## src/rtl/bpc_pkg.sv

```systemverilog
package bpc_pkg;
  typedef enum logic [2:0] {
    OP_HOLD    = 3'd0,
    OP_RST     = 3'd1,
    OP_VEXT    = 3'd2,
    OP_VTMR    = 3'd3,
    OP_RESTORE = 3'd4,
    OP_JUMP    = 3'd5,
    OP_BRANCH  = 3'd6,
    OP_INC     = 3'd7
  } pc_op_e;

  typedef struct packed {
    pc_op_e op;
    logic   bank;
  } pc_ctl_s;
endpackage

```

## src/rtl/bpc_ctrl.sv

```systemverilog
module bpc_ctrl
  import bpc_pkg::*;
(
  input  logic    clk,
  input  logic    rst_n,
  input  logic    resetReq,
  input  logic    extVecReq,
  input  logic    tmrVecReq,
  input  logic    selBank0,
  input  logic    selBank1,
  input  logic    jumpLoad,
  input  logic    branchLoad,
  input  logic    incr,
  input  logic    restoreLoad,
  output pc_ctl_s ctl
);
  logic bankQ;

  // Bank flip-flop: reset clears it, then set wins over clear.
  always_ff @(posedge clk or negedge rst_n) begin
    if (!rst_n)        bankQ <= 1'b0;
    else if (resetReq) bankQ <= 1'b0;
    else if (selBank1) bankQ <= 1'b1;
    else if (selBank0) bankQ <= 1'b0;
  end

  // Fixed priority among the address strobes.
  always_comb begin
    ctl.bank = bankQ;
    if (resetReq)         ctl.op = OP_RST;
    else if (extVecReq)   ctl.op = OP_VEXT;
    else if (tmrVecReq)   ctl.op = OP_VTMR;
    else if (restoreLoad) ctl.op = OP_RESTORE;
    else if (jumpLoad)    ctl.op = OP_JUMP;
    else if (branchLoad)  ctl.op = OP_BRANCH;
    else if (incr)        ctl.op = OP_INC;
    else                  ctl.op = OP_HOLD;
  end

  assert_bank_hold_R2: assert property (@(posedge clk) disable iff (!rst_n)
    !(selBank0 || selBank1 || resetReq) |=> $stable(bankQ));

  assert_bank_set_R2: assert property (@(posedge clk) disable iff (!rst_n)
    (selBank1 && !resetReq) |=> bankQ);

  assert_reset_bank_R6: assert property (@(posedge clk) disable iff (!rst_n)
    resetReq |=> !bankQ);
endmodule

```

## src/rtl/bpc_datapath.sv

```systemverilog
module bpc_datapath
  import bpc_pkg::*;
#(
  parameter int LOW_W   = 11,
  parameter int BR_W    = 8,
  parameter int EXT_VEC = 3,
  parameter int TMR_VEC = 7
) (
  input  logic              clk,
  input  logic              rst_n,
  input  pc_ctl_s           ctl,
  input  logic [LOW_W-1:0]  jumpTarget,
  input  logic [BR_W-1:0]   branchTarget,
  input  logic [LOW_W:0]    restoreAddr,
  input  logic              inService,
  output logic [LOW_W:0]    fetchAddr
);
  localparam int ADDR_W = LOW_W + 1;
  localparam logic [ADDR_W-1:0] EXT_ADDR = ADDR_W'(EXT_VEC);
  localparam logic [ADDR_W-1:0] TMR_ADDR = ADDR_W'(TMR_VEC);

  logic [ADDR_W-1:0] pcQ, pcD, incNext, branchNext;

  // Only the low LOW_W bits count; the top bit is carried unchanged.
  assign incNext    = {pcQ[LOW_W], pcQ[LOW_W-1:0] + 1'b1};
  // The page comes from the already-incremented address.
  assign branchNext = {incNext[ADDR_W-1:BR_W], branchTarget};

  always_comb begin
    case (ctl.op)
      OP_RST:     pcD = '0;
      OP_VEXT:    pcD = EXT_ADDR;
      OP_VTMR:    pcD = TMR_ADDR;
      OP_RESTORE: pcD = restoreAddr;
      OP_JUMP:    pcD = {ctl.bank, jumpTarget};
      OP_BRANCH:  pcD = branchNext;
      OP_INC:     pcD = incNext;
      default:    pcD = pcQ;
    endcase
  end

  always_ff @(posedge clk or negedge rst_n) begin
    if (!rst_n) pcQ <= '0;
    else        pcQ <= pcD;
  end

  // Interrupt service confines fetches to the lower bank.
  assign fetchAddr = {pcQ[LOW_W] & ~inService, pcQ[LOW_W-1:0]};

  assert_inc_wrap_R4: assert property (@(posedge clk) disable iff (!rst_n)
    ctl.op == OP_INC |=> (pcQ[LOW_W-1:0] == $past(pcQ[LOW_W-1:0]) + 1'b1)
                         && (pcQ[LOW_W] == $past(pcQ[LOW_W])));

  assert_jump_bank_R3: assert property (@(posedge clk) disable iff (!rst_n)
    ctl.op == OP_JUMP |=> pcQ == {$past(ctl.bank), $past(jumpTarget)});

  assert_restore_R5: assert property (@(posedge clk) disable iff (!rst_n)
    ctl.op == OP_RESTORE |=> pcQ == $past(restoreAddr));

  assert_ext_vector_R6: assert property (@(posedge clk) disable iff (!rst_n)
    ctl.op == OP_VEXT |=> pcQ == EXT_ADDR);

  assert_branch_low_R8: assert property (@(posedge clk) disable iff (!rst_n)
    ctl.op == OP_BRANCH |=> pcQ[BR_W-1:0] == $past(branchTarget));

  always_comb begin
    if (rst_n && inService)
      assert_svc_low_bank_R7: assert (fetchAddr[LOW_W] == 1'b0);
  end
endmodule

```

## src/rtl/bank_pc_unit.sv

```systemverilog
module bank_pc_unit
  import bpc_pkg::*;
#(
  parameter int LOW_W   = 11,
  parameter int BR_W    = 8,
  parameter int EXT_VEC = 3,
  parameter int TMR_VEC = 7
) (
  input  logic             clk,
  input  logic             rst_n,
  input  logic             resetReq,
  input  logic             extVecReq,
  input  logic             tmrVecReq,
  input  logic             selBank0,
  input  logic             selBank1,
  input  logic             jumpLoad,
  input  logic [LOW_W-1:0] jumpTarget,
  input  logic             branchLoad,
  input  logic [BR_W-1:0]  branchTarget,
  input  logic             incr,
  input  logic             restoreLoad,
  input  logic [LOW_W:0]   restoreAddr,
  input  logic             inService,
  output logic [LOW_W:0]   fetchAddr,
  output logic             bankSel
);
  pc_ctl_s ctl;

  bpc_ctrl u_ctrl (
    .clk(clk), .rst_n(rst_n), .resetReq(resetReq), .extVecReq(extVecReq),
    .tmrVecReq(tmrVecReq), .selBank0(selBank0), .selBank1(selBank1),
    .jumpLoad(jumpLoad), .branchLoad(branchLoad), .incr(incr),
    .restoreLoad(restoreLoad), .ctl(ctl)
  );

  bpc_datapath #(.LOW_W(LOW_W), .BR_W(BR_W), .EXT_VEC(EXT_VEC), .TMR_VEC(TMR_VEC)) u_dp (
    .clk(clk), .rst_n(rst_n), .ctl(ctl), .jumpTarget(jumpTarget),
    .branchTarget(branchTarget), .restoreAddr(restoreAddr),
    .inService(inService), .fetchAddr(fetchAddr)
  );

  assign bankSel = ctl.bank;
endmodule

```

## config.mk

```make
export PLATFORM = sky130hd
export DESIGN_NAME = bank_pc_unit
export DESIGN_NICKNAME = d
export VERILOG_FILES = /design/src/rtl/bpc_pkg.sv /design/src/rtl/bpc_ctrl.sv /design/src/rtl/bpc_datapath.sv /design/src/rtl/bank_pc_unit.sv
export SDC_FILE = /design/constraint.sdc
export NUM_CORES = 1
export LEC_CHECK = 0
export ABC_AREA = 1
export BUFFER_PORTS_ARGS = -buffer_cell sky130_fd_sc_hd__buf_2
export CAP_MARGIN = 20
export CORE_MARGIN = 3
export CORE_UTILIZATION = 24
export CTS_BUF_LIST = sky130_fd_sc_hd__clkbuf_8
export CTS_CLUSTER_DIAMETER = 80
export DETAILED_ROUTE_END_ITERATION = 8
export PLACE_DENSITY = 0.49
export SLEW_MARGIN = 40
export SYNTH_ARGS = -nofsm -noshare
export SYNTH_HDL_FRONTEND = slang
export SYNTH_SLANG_ARGS = --single-unit
```

## constraint.sdc

```tcl
create_clock -name clk -period 2.4 [get_ports clk]
set_clock_uncertainty 0.15 [all_clocks]
set_input_delay 0.48 -clock clk [delete_from_list [all_inputs] [get_ports clk]]
set_output_delay 0.48 -clock clk [all_outputs]
set_load 0.02 [all_outputs]
```

Yosys cells after proc, flatten, opt, wreduce, memory -nomap -nowiden
Cells that the tools add are included.
{"block": "word_totals", "reg_bits": 13, "input_bits": 43, "output_inout_bits": 13, "elab_cells": 30}
{"block": "op_classes", "n_addsub": 1, "n_eq_ne": 7, "n_mux": 11, "n_bitwise": 4, "n_reduce_logical": 4}
{"operator": "case mux 12 bit (7 select lines)", "n": 1}
{"operator": "two-way mux 3 bit", "n": 7}
{"operator": "== test 3 bit (second input constant)", "n": 4}
{"operator": "adder 11 x 1 -> 11 bit (second input constant)", "n": 1}
{"operator": "nonzero test 7 bit", "n": 1}
{"operator": "== test 3 x 2 -> 1 bit (second input constant)", "n": 2}
{"operator": "nonzero test 5 bit", "n": 1}
{"operator": "== test 3 x 1 -> 1 bit (second input constant)", "n": 1}
{"operator": "two-way mux 1 bit", "n": 3}
{"operator": "inverter 1 bit", "n": 3}
{"operator": "AND reduction 3 bit", "n": 1}
{"operator": "nonzero test 3 bit", "n": 1}
{"operator": "bitwise AND 1 bit", "n": 1}

Logic depth before layout (Yosys ltp)
{"block": "depth", "ltp_word": 10, "mapped_depth": 11, "ltp_nobuf": 10}

Cells and area by module
A second synthesis with hierarchy kept.
{"block": "unflattened", "hier_cells": 185, "hier_area_um2": 1101.1}
{"mod": "bpc_datapath", "n_inst": 1, "cells_each": 162, "area_each_um2": 969.7, "seq_area_each_um2": 300.3}
{"mod": "bpc_ctrl", "n_inst": 1, "cells_each": 23, "area_each_um2": 131.4, "seq_area_each_um2": 25.0}

Worst setup path before layout
No wires, ideal clock.
{"block": "synth_path", "kind": "register -> register", "from": "register u_dp.pcQ[0]", "to": "register u_dp.pcQ[4]", "setup_time_ns": 0.119, "arrival_time_ns": 1.297, "required_ns": 2.131, "setup_slack_ns": 0.834, "path_stages_with_launch": 9, "path_buffers": 0, "period_less_slack_ns": 1.566, "cell_sequence": "dfrtp_1 -> ha_1 -> nand3_1 -> xor2_1 -> inv_1 -> nand3_1 -> nand2_1 -> nor2_1 -> nand2_1"}
{"block": "synth_via", "elab_chain_len": 2}
{"element": "start: declaration", "line_no": "bpc_datapath.sv:22", "rtl": "logic [ADDR_W-1:0] pcQ, pcD, incNext, branchNext;"}
{"element": "start signal: assignment", "line_no": "bpc_datapath.sv:44", "rtl": "else pcQ <= pcD;"}
{"element": "adder 11 x 1 -> 11 bit", "line_no": "bpc_datapath.sv:25", "rtl": "assign incNext = {pcQ[LOW_W], pcQ[LOW_W-1:0] + 1'b1};"}
{"element": "case mux 12 bit (7 select lines)", "line_no": "bpc_datapath.sv:30", "rtl": "case (ctl.op)"}
Every way passes these cells.
A chain may end at the register's enable or synchronous reset.

Worst setup path in the final report
Ends and elaborated chain as after synthesis.

==> run_results.csv <==
group,metric,value,unit
cts,cts_sinks,13,
global_route,track_usage,12.1,%
cts,cts_resized,0,
power,comb_power_share,26.0,%
logic_synthesis,synth.avg_cell_area,6.84,um^2
cells_and_area,area_growth,26.0,%
floorplan,initial_utilization,25.4,%
cells_and_area,finalNonFillerCells,316,
power,peakVddDrop,0.000190,V
worst_setup_path,worstPathRequired,2390,ps
cts,cts_buffer_depth,2,
sta,grt_setup_unrepaired,"false",
logic_synthesis,ys.flop_type,"dfrtp_1",
floorplan,core-area,5200,um^2
logic_synthesis,synthTopCellsByArea,"dfrtp_1 (25%), nand2_1 (16%), nand3_1 (12%)",
cells_and_area,layout-drive-gt1-share,33.3,%
logic_synthesis,muxShareOfSynthArea,0,%
route,vias,1386,
global_route,grt_max_degree,22,
route,first_pass_iters,4,
logic_synthesis,synth_compound_area_share,5.21,%
logic_synthesis,async_flop_share,100,%
logic_synthesis,yosysWarnings,0,
cells_and_area,n_antenna_cell,0,
placement,io_buffers,55,
outcome,outcome,"complete, no violations",
cts,path_clk_slew,60,ps
power,clockPowerShare,33.5,%
placement,dp_hpwl,2880,um
sta,setup_viol,0,
logic_synthesis,syn_inst,193,
route,ant_nets,0,
cts,cts_buffers,3,
global_route,overflow,0,
cts,clkLatencyLatePin,250,ps
route,vias_per_cell,4.39,
floorplan,io_pins,56,
route,drtIter0Drc,59,
global_route,grt_pass1_wl,6240,um
power,p_int,0.405,mW
cts,postCtsSetupRepairBufs,0,
worst_setup_path,arrival,1590,ps
logic_synthesis,synth_fa_ha_area_share,0.948,%
placement,place_inst,311,
cts,cts_tree,"done",
cts,root_buffer,"clkbuf_8",
cells_and_area,fill_cells,591,
logic_synthesis,yosys_register_bits,13,
logic_synthesis,syn_nets,237,
logic_synthesis,synth_area,1320,um^2
sta,max_freq,0.625,GHz
logic_synthesis,yosys.cell_types.count,31,
power,power.leakage,0.914,nW
logic_synthesis,synth_top_family_by_area,"simple AND/OR/NAND/NOR gates",
route,route.detailed.drc,0,
cts,htree_levels,1,
logic_synthesis,synth_simple_gate_area_share,53.7,%
logic_synthesis,synth_commonest_cells,"nand2_1 (58), nand3_1 (31), nor2_1 (18), inv_1 (16)",
power,p_sw,0.198,mW
worst_setup_path,end_kind,"register",
cts,cts_hold_buffers,1,
worst_setup_path,critPathSlowestCell,"dfrtp_1",
route,routed_wl,3720,um
worst_setup_path,crit_fanout,6,
floorplan,rows,26,
floorplan,dieHeight,80.2,um
power,swShare,32.8,%
worst_setup_path,start_kind,"register",
logic_synthesis,ys_seq_area_share,24.6,%
sta,timing.final.crit_share,66.7,%
worst_hold_path,worstHoldPathType,"in2reg",
logic_synthesis,yosysTopAreaCellShare,24.6,%
floorplan,dieArea,6430,um^2
logic_synthesis,synth-xor-area-share,1.99,%
route,wire_per_inst,11.8,um
global_route,antenna_found_initial,0,
logic_synthesis,yosys.area.top_type,"dfrtp_1",
sta,tns,0,ps
power,p_seq_share,40.5,%
floorplan,dieWidth,80.2,um
logic_synthesis,synth_most_common_cell,"nand2_1",
placement,gp_congestion,0.727,
run,max-cap-violations,0,
power,powerDensity,362,nW/um^2
cells_and_area,nNetsFinal,291,
sta,layout_min_cycle_time,1600,ps
sta,drv_slew,0,
sta,finalHoldViolations,0,
worst_setup_path,crit_type,"reg2reg",
sta,slew_headroom,73.8,%
worst_setup_path,slowest_delay,420,ps
logic_synthesis,synth_edf_count,0,
cells_and_area,finish.utilization,31.9,%
global_route,grt_pass1_vias,1310,
worst_setup_path,cp_cell_sequence,"ha_1 > nand3_1 > xor2_1 > inv_1 > nand3_1 > nand2_1 > nor2_1 > nand2_1",
sta,worst_slew_pin_slew,393,ps
[per-layer routing]
layer  vias to the layer above  track usage [%]  wire, um
met1                       591             16.8      1790
met5                         -                0         0
li1                        743                -         -
met4                         0             2.70        28
met2                        48             18.8      1600
met3                         4             2.69       300
[registers in the layout (all words and copies together) (netlist names)]
name	count
u_dp.pcQ	12
u_ctrl.bankQ	1
[layout by cell type (no fill, tap or decap), types with 3 or more instances in the layout]
master	n
inv_1	17
a21oi_1	3
clkbuf_8	3
dfrtp_1	13
nand4_1	13
nand2_1	58
buf_2	55
nor2_1	18
nand3_1	31
xor2_1	3
inv_2	5
nand3_2	7
[stage by stage]
stage	hold slack, ps	setup WS [ps]	total power, mW	area, um^2
3_3_place_gp	243	587	0.406	1610
2_1_floorplan	34.4	834	0.343	1320
5_1_grt	256	574	0.635	1660
6_report	255	800	0.603	1660
4_1_cts	254	793	0.612	1660
3_5_place_dp	250	569	0.406	1610
[worst max-delay path: cells and delay by family (launching register included)]
kind / cells / cell delay, ps
xor+xnor: 1 / 160
buf+inv: 1 / 60
simple gates: 5 / 400
fa+ha+maj: 1 / 300
flops: 1 / 420
[power groups by stage]
stage / Clock [mW] / Combinational (mW) / Sequential (mW)
after global routing: 0.213 / 0.175 / 0.247
after floorplan: 0 / 0.0860 / 0.257
after CTS: 0.208 / 0.159 / 0.245
after global placement: 0 / 0.158 / 0.248
after detailed placement: 0 / 0.158 / 0.249
final: 0.202 / 0.157 / 0.244
[kinds of logic (layout without fill, tap and decap cells)]
logic type	count (synthesis)	after routing
xor+xnor	3	3
fa+ha+maj	1	1
simple gates	137	137
compound gates	9	9
buf+inv	30	83
flops	13	13
[cell type report]
| class | instances | area (um^2) | area share [%] |
|---|---|---|---|
| clock buffer | 3 | 41.3 | 2.48 |
| clock inverter | 1 | 3.75 | 0.226 |
| inverter | 23 | 103 | 6.17 |
| multi-input combinational | 150 | 817 | 49.1 |
| sequential | 13 | 325 | 19.6 |
| tap | 70 | 87.6 | 5.27 |
| timing repair buffer | 56 | 285 | 17.2 |
[path summary, 6_finish.rpt]
check,slack [ps],startpoint,to,depth (start not counted)
min in group asynchronous,500,rst_n,u_dp.pcQ[9],2
hold / removal,250,resetReq,u_ctrl.bankQ,2
hold reg to reg,340,u_dp.pcQ[11],u_dp.pcQ[11],2
setup / recovery,800,u_dp.pcQ[0],u_dp.pcQ[4],8
setup reg to reg,800,u_dp.pcQ[0],u_dp.pcQ[4],8
max in group asynchronous,1360,rst_n,u_dp.pcQ[0],2
Power figures use the tool's default switching activity.
